File: src/rtl/cvid_pkg.sv
package cvid_pkg;
  typedef enum logic [1:0] {
    LN_VSYNC  = 2'd0,
    LN_BLANK  = 2'd1,
    LN_ACTIVE = 2'd2
  } line_kind_t;
endpackage

File: src/rtl/cvid_htimer.sv
// Horizontal position: clock within line, clock within pixel, pixel slot.
module cvid_htimer #(
  parameter int LINE_CLKS   = 768,
  parameter int CLK_PER_PIX = 12,
  parameter int HCW         = 10,
  parameter int SCW         = 4,
  parameter int PXW         = 7
) (
  input  logic           clk,
  input  logic           rst,
  output logic [HCW-1:0] hc,
  output logic [SCW-1:0] sc,
  output logic [PXW-1:0] px,
  output logic           line_end
);
  assign line_end = (int'(hc) == LINE_CLKS - 1);

  always_ff @(posedge clk) begin
    if (rst || line_end) begin
      hc <= '0;
      sc <= '0;
      px <= '0;
    end else begin
      hc <= hc + 1'b1;
      if (int'(sc) == CLK_PER_PIX - 1) begin
        sc <= '0;
        px <= px + 1'b1;
      end else begin
        sc <= sc + 1'b1;
      end
    end
  end
endmodule

File: src/rtl/cvid_vtimer.sv
// Vertical position: line class and bitmap row currently displayed.
module cvid_vtimer
  import cvid_pkg::*;
#(
  parameter int FRAME_LINES   = 312,
  parameter int VSYNC_LINES   = 3,
  parameter int ACT_LINE0     = 17,
  parameter int ACT_LINES     = 280,
  parameter int LINES_PER_ROW = 10,
  parameter int RW            = 5
) (
  input  logic          clk,
  input  logic          rst,
  input  logic          line_end,
  output line_kind_t    kind,
  output logic [RW-1:0] row,
  output logic          top_line
);
  localparam int VCW = $clog2(FRAME_LINES);
  localparam int LRW = $clog2(LINES_PER_ROW + 1);

  logic [VCW-1:0] vc;
  logic [LRW-1:0] lr;

  always_comb begin
    if (int'(vc) < VSYNC_LINES)
      kind = LN_VSYNC;
    else if (int'(vc) >= ACT_LINE0 && int'(vc) < ACT_LINE0 + ACT_LINES)
      kind = LN_ACTIVE;
    else
      kind = LN_BLANK;
  end

  assign top_line = (vc == '0);

  always_ff @(posedge clk) begin
    if (rst) begin
      vc  <= '0;
      lr  <= '0;
      row <= '0;
    end else if (line_end) begin
      if (int'(vc) == FRAME_LINES - 1) begin
        vc  <= '0;
        lr  <= '0;
        row <= '0;
      end else begin
        vc <= vc + 1'b1;
        if (kind == LN_ACTIVE) begin
          if (int'(lr) == LINES_PER_ROW - 1) begin
            lr  <= '0;
            row <= row + 1'b1;
          end else begin
            lr <= lr + 1'b1;
          end
        end
      end
    end
  end
endmodule

File: src/rtl/cvid_serializer.sv
// Byte-to-pixel shifter, least significant bit first.
module cvid_serializer #(
  parameter int W = 8
) (
  input  logic         clk,
  input  logic         rst,
  input  logic         load,
  input  logic         shift,
  input  logic [W-1:0] din,
  output logic         cur_bit
);
  logic [W-1:0] sh;

  always_ff @(posedge clk) begin
    if (rst)        sh <= '0;
    else if (load)  sh <= din;
    else if (shift) sh <= {1'b0, sh[W-1:1]};
  end

  // The byte is shown in its arrival clock straight from the port.
  assign cur_bit = load ? din[0] : sh[0];
endmodule

File: src/rtl/cvid_gen.sv
module cvid_gen
  import cvid_pkg::*;
#(
  parameter int CLK_PER_PIX   = 12,
  parameter int LINE_CLKS     = 768,
  parameter int HSYNC_CLKS    = 56,
  parameter int ACT_START     = 144,
  parameter int BYTES_PER_ROW = 6,
  parameter int ROWS          = 28,
  parameter int LINES_PER_ROW = 10,
  parameter int FRAME_LINES   = 312,
  parameter int VSYNC_LINES   = 3,
  localparam int FB_BYTES     = ROWS * BYTES_PER_ROW,
  localparam int AW           = $clog2(FB_BYTES)
) (
  input  logic          clk,
  input  logic          rst,
  output logic          rd_en_o,
  output logic [AW-1:0] rd_addr_o,
  input  logic [7:0]    rd_data_i,
  output logic          sync_o,
  output logic          pix_o,
  output logic          frame_o
);
  localparam int PIX       = BYTES_PER_ROW * 8;
  localparam int PX0       = ACT_START / CLK_PER_PIX;
  localparam int ACT_LINES = ROWS * LINES_PER_ROW;
  localparam int ACT_LINE0 = VSYNC_LINES + (FRAME_LINES - VSYNC_LINES - ACT_LINES) / 2;
  localparam int HCW       = $clog2(LINE_CLKS);
  localparam int SCW       = $clog2(CLK_PER_PIX);
  localparam int PXW       = $clog2(LINE_CLKS / CLK_PER_PIX + 2);
  localparam int RW        = $clog2(ROWS + 1);

  logic [HCW-1:0] hc;
  logic [SCW-1:0] sc;
  logic [PXW-1:0] px;
  logic           line_end;
  line_kind_t     kind;
  logic [RW-1:0]  row;
  logic           top_line;

  cvid_htimer #(
    .LINE_CLKS(LINE_CLKS), .CLK_PER_PIX(CLK_PER_PIX),
    .HCW(HCW), .SCW(SCW), .PXW(PXW)
  ) u_h (
    .clk(clk), .rst(rst), .hc(hc), .sc(sc), .px(px), .line_end(line_end)
  );

  cvid_vtimer #(
    .FRAME_LINES(FRAME_LINES), .VSYNC_LINES(VSYNC_LINES),
    .ACT_LINE0(ACT_LINE0), .ACT_LINES(ACT_LINES),
    .LINES_PER_ROW(LINES_PER_ROW), .RW(RW)
  ) u_v (
    .clk(clk), .rst(rst), .line_end(line_end),
    .kind(kind), .row(row), .top_line(top_line)
  );

  // Position inside the visible window, for this pixel and the next one.
  int   pos, nxt;
  logic active, in_h, in_n, load, shift, req, cur_bit, sync_n;
  logic [AW-1:0] addr_n;

  always_comb begin
    pos    = int'(px) - PX0;
    nxt    = pos + 1;
    active = (kind == LN_ACTIVE);
    in_h   = (pos >= 0) && (pos < PIX);
    in_n   = (nxt >= 0) && (nxt < PIX);
    load   = active && in_h && (pos[2:0] == 3'd0) && (sc == '0);
    shift  = active && in_h && (int'(sc) == CLK_PER_PIX - 1);
    // Strobe one clock early so the registered strobe lands one clock ahead.
    req    = active && in_n && (nxt[2:0] == 3'd0) && (int'(sc) == CLK_PER_PIX - 2);
    addr_n = AW'(int'(row) * BYTES_PER_ROW + nxt / 8);
    if (kind == LN_VSYNC)
      sync_n = (int'(hc) >= LINE_CLKS - HSYNC_CLKS);
    else
      sync_n = (int'(hc) >= HSYNC_CLKS);
  end

  cvid_serializer #(.W(8)) u_ser (
    .clk(clk), .rst(rst), .load(load), .shift(shift),
    .din(rd_data_i), .cur_bit(cur_bit)
  );

  always_ff @(posedge clk) begin
    if (rst) begin
      sync_o    <= 1'b0;
      pix_o     <= 1'b0;
      rd_en_o   <= 1'b0;
      rd_addr_o <= '0;
      frame_o   <= 1'b0;
    end else begin
      sync_o  <= sync_n;
      pix_o   <= active && in_h && cur_bit;
      rd_en_o <= req;
      if (req) rd_addr_o <= addr_n;
      frame_o <= top_line && (hc == '0);
    end
  end
endmodule

File: config.mk
export PLATFORM = sky130hd
export DESIGN_NAME = cvid_gen
export DESIGN_NICKNAME = d
export VERILOG_FILES = /design/src/rtl/cvid_pkg.sv /design/src/rtl/cvid_htimer.sv /design/src/rtl/cvid_vtimer.sv /design/src/rtl/cvid_serializer.sv /design/src/rtl/cvid_gen.sv
export SDC_FILE = /design/constraint.sdc
export NUM_CORES = 1
export LEC_CHECK = 0
export ABC_AREA = 1
export BUFFER_PORTS_ARGS = -buffer_cell sky130_fd_sc_hd__buf_2
export CELL_PAD_IN_SITES_DETAIL_PLACEMENT = 1
export CELL_PAD_IN_SITES_GLOBAL_PLACEMENT = 1
export CORE_UTILIZATION = 40
export CTS_CLUSTER_DIAMETER = 30
export CTS_CLUSTER_SIZE = 40
export DETAILED_ROUTE_END_ITERATION = 8
export PLACE_DENSITY_LB_ADDON = 0.1
export REMOVE_ABC_BUFFERS = 1
export SETUP_SLACK_MARGIN = 0.1
export SLEW_MARGIN = 10
export SYNTH_ARGS = -nofsm -noshare
export SYNTH_HDL_FRONTEND = slang
export SYNTH_HIERARCHICAL = 1
export SYNTH_SLANG_ARGS = --single-unit
export TNS_END_PERCENT = 5
File: constraint.sdc
create_clock -name clk -period 5.7 [get_ports clk]
set_clock_uncertainty 0.05 [all_clocks]
set_input_delay 0.57 -clock clk [delete_from_list [all_inputs] [get_ports clk]]
set_output_delay 0.57 -clock clk [all_outputs]
set_load 0.02 [all_outputs]
==> metrics <==
pre-CTS setup slack around 2500 ps; Routed WL per cell between 10 and 15 microns; ant diodes 0; hold_buf cts 0; vias between 3,000 and 4,000; Final Instance Area 0.00428 sq mm; area growth from synthesis to layout 10.9%; Initial Util 41.5%; sequential share of the synthesized area between 30 and 40%; CP startpoint kind flip-flop; WS Path Type reg -> reg; die area 0.0100 sq mm; final hold vios 0; MaxCap Viol Count 0; number of distinct library cells after synthesis 45; first-pass GRT wire length 16.1 mm; Final WS setup about 2700 ps; top cells by area, synth dfxtp_1, nand2_1, ha_1; Leak approximately 2.0 nW; Hold WC Path Type reg -> reg; htree depth 3; fin crit share 52.9%; CP arrival around 3200 ps; total track usage 19.9%; Die W approximately 100 microns; Yosys warning total 6; Synth area leader dfxtp_1; number of flops mapped to enable cells by yosys 0; VDD IR max approximately 0.13 mV; clock buffer depth 2; DRC Markers 0; Async SR Flop Fraction 0%; final setup vio count 0; CTS root buffer clkbuf_8; largest net degree at the start of global routing 19; NetSw 0.205 mW; overall power ~0.8 mW; switch share 25.6%; Max-slew headroom 40.6%; nets between 600 and 700; area occupied by registers between 0.001 and 0.0015 sq mm; Initial DRC Count 66; placed instance area a little over 0.004 sq mm; Flop pwr share around 53%; height of the die 100 microns; area of the multi-input gates roughly 0.0023 sq mm; critical path endpoint category flip-flop; Final HPWL DP roughly 6.8 mm; share of total power in combinational logic about 3.5%; dominant synthesized flop cell dfxtp_1; Max Slew Vio Count 0; Syn Std Cell Area 0.00385 sq mm; WHS around 430 ps; layout cells sized above 1 between 15 and 20%; Rows 35; number of synthesized register bits 59; CTS buffer count 9; Cells after Synth around 550; Detailed Route WL slightly below 9 mm; maximum fanout along the worst path 10; # IOs 22; # Post-CTS Setup Buffers 0; global route total overflow 0; top cell type's share of synthesized area between 30 and 40%; most frequent cells in the layout nand2_1, nor2_1, inv_1, dfxtp_1, nand3_1; # clock sinks a little under 60; fmax ~0.33 GHz; unrepaired setup endpoints after global routing false; drt first pass iters 4; CTS tree yes; Worst Tran Pin Value 888 ps; Avg Synthesized Cell Area between 7 and 8 sq um; vias in the first global route between 3,000 and 4,000; setup TNS 0 ps; commonest non-fill, non-tap cell in the layout nand2_1; Worst EP required approximately 6000 ps; antenna violations before repair 0; power per cell area between 150 and 200 mW/mm^2; FILL cells 1,242; status completed; Final ANT Viol Nets 0; worst-skew pair later-pin latency between 300 and 400 ps; Avg Vias per Cell slightly below 5; Internal Power 0.596 mW; RePlAce Congestion a little under 0.8; Clock power frac 43.9%; Clk pin slew, worst setup/hold paths about 70 ps; core region area slightly above 0.009 sq mm; PortBufs 21; cts repair resizes 0; crit path time final 3020 ps
area by class of cell:
class	count	area share, %
multi-input cells	404	54.6
flip-flops and latches	59	27.6
inverters	80	7.34
well taps	129	3.77
clock buffers	11	3.31
repair buffers	21	2.46
clock inverters	5	0.907
final timing paths:
| kind | start | endpoint | slack [ps] | cells after the start |
|---|---|---|---|---|
| max reg2reg | u_h/px[2] | pix_o | 2680 | 13 |
| min reg2reg | u_ser/sh[7] | u_ser/sh[7] | 430 | 2 |
| max | u_h/px[2] | pix_o | 2680 | 13 |
| min | u_ser/sh[7] | u_ser/sh[7] | 430 | 2 |
worst max-delay path, stage by stage, from the launching register on:
cell and delay (ps):
dfxtp_1 370, ha_1 270, nor2_2 140, nand2_4 90
xor2_4 180, a311oi_1 240, ha_1 200, nand3_1 150
nor2_1 730, inv_2 210, nand2_1 110, nand2_1 60
nand2_1 60, nor2_1 40
synth_stat cells, types with 2 or more instances:
master      n
a21oi_1    33
fa_1        2
nand4_1     9
nand3_2     5
o211ai_1    2
nor2_1     80
xor2_1     14
buf_6       2
nor4_1      3
o21ai_0     6
nor3_1      5
ha_1       24
inv_1      71
nor2_2      5
or2_0       2
xnor2_1     5
nand3b_1    2
inv_4       3
dfxtp_1    59
or2_2       4
nor3_2      4
xor2_4      2
nand2_2     5
nand2_1   127
inv_2       4
nand3_1    35
nand2_4     5
o21ai_2     6
o21ai_1     5
nand4_4     2
sequential cells by signal, indices dropped and copies added (netlist names):
| name | flops |
|---|---|
| u_h/hc | 10 |
| u_v/vc | 9 |
| rd_addr_o | 8 |
| u_ser/sh | 8 |
| u_h/px | 7 |
| u_v/row | 5 |
| u_h/sc | 4 |
| u_v/lr | 4 |
| frame_o | 1 |
| pix_o | 1 |
| rd_en_o | 1 |
| sync_o | 1 |
logic make-up (layout without fill, tap and decap cells):
| kind of cell | after synthesis | after routing | synth area share, % |
|---|---|---|---|
| xor gates and xnor gates | 23 | 23 | 6.59 |
| DFF | 59 | 59 | 30.6 |
| buffers and inverters | 83 | 117 | 8.93 |
| and+or+nand+nor | 297 | 297 | 36.3 |
| AOI/OAI and AO/OA | 58 | 58 | 8.76 |
| adders and majority gates | 26 | 26 | 8.83 |
stage by stage:
step                      instances  utilization (%)
after detailed placement        693             44.1
after CTS                       709             46.0
final                           709             46.1
after global routing            709             46.1
after global placement          693             44.1
after floorplan                 543                -
power by group through the flow:
stage	clock, mW	sequential, mW	combinational, mW
2_1_floorplan	0	0.430	0.0160
3_3_place_gp	0	0.431	0.0278
3_5_place_dp	0	0.431	0.0285
4_1_cts	0.369	0.421	0.0288
5_1_grt	0.382	0.422	0.0324
6_report	0.352	0.421	0.0281
per-layer routing:
layer / part of all wire [%] / global-route usage [%] / vias up
li1: - / - / 1800
met1: 49 / 24.3 / 1595
met2: 48 / 35.2 / 13
met3: 1.4 / 3.13 / 10
met4: 1.5 / 7.02 / 0
met5: 0 / 0 / -
Note: power is estimated with default switching activity, not from simulation.
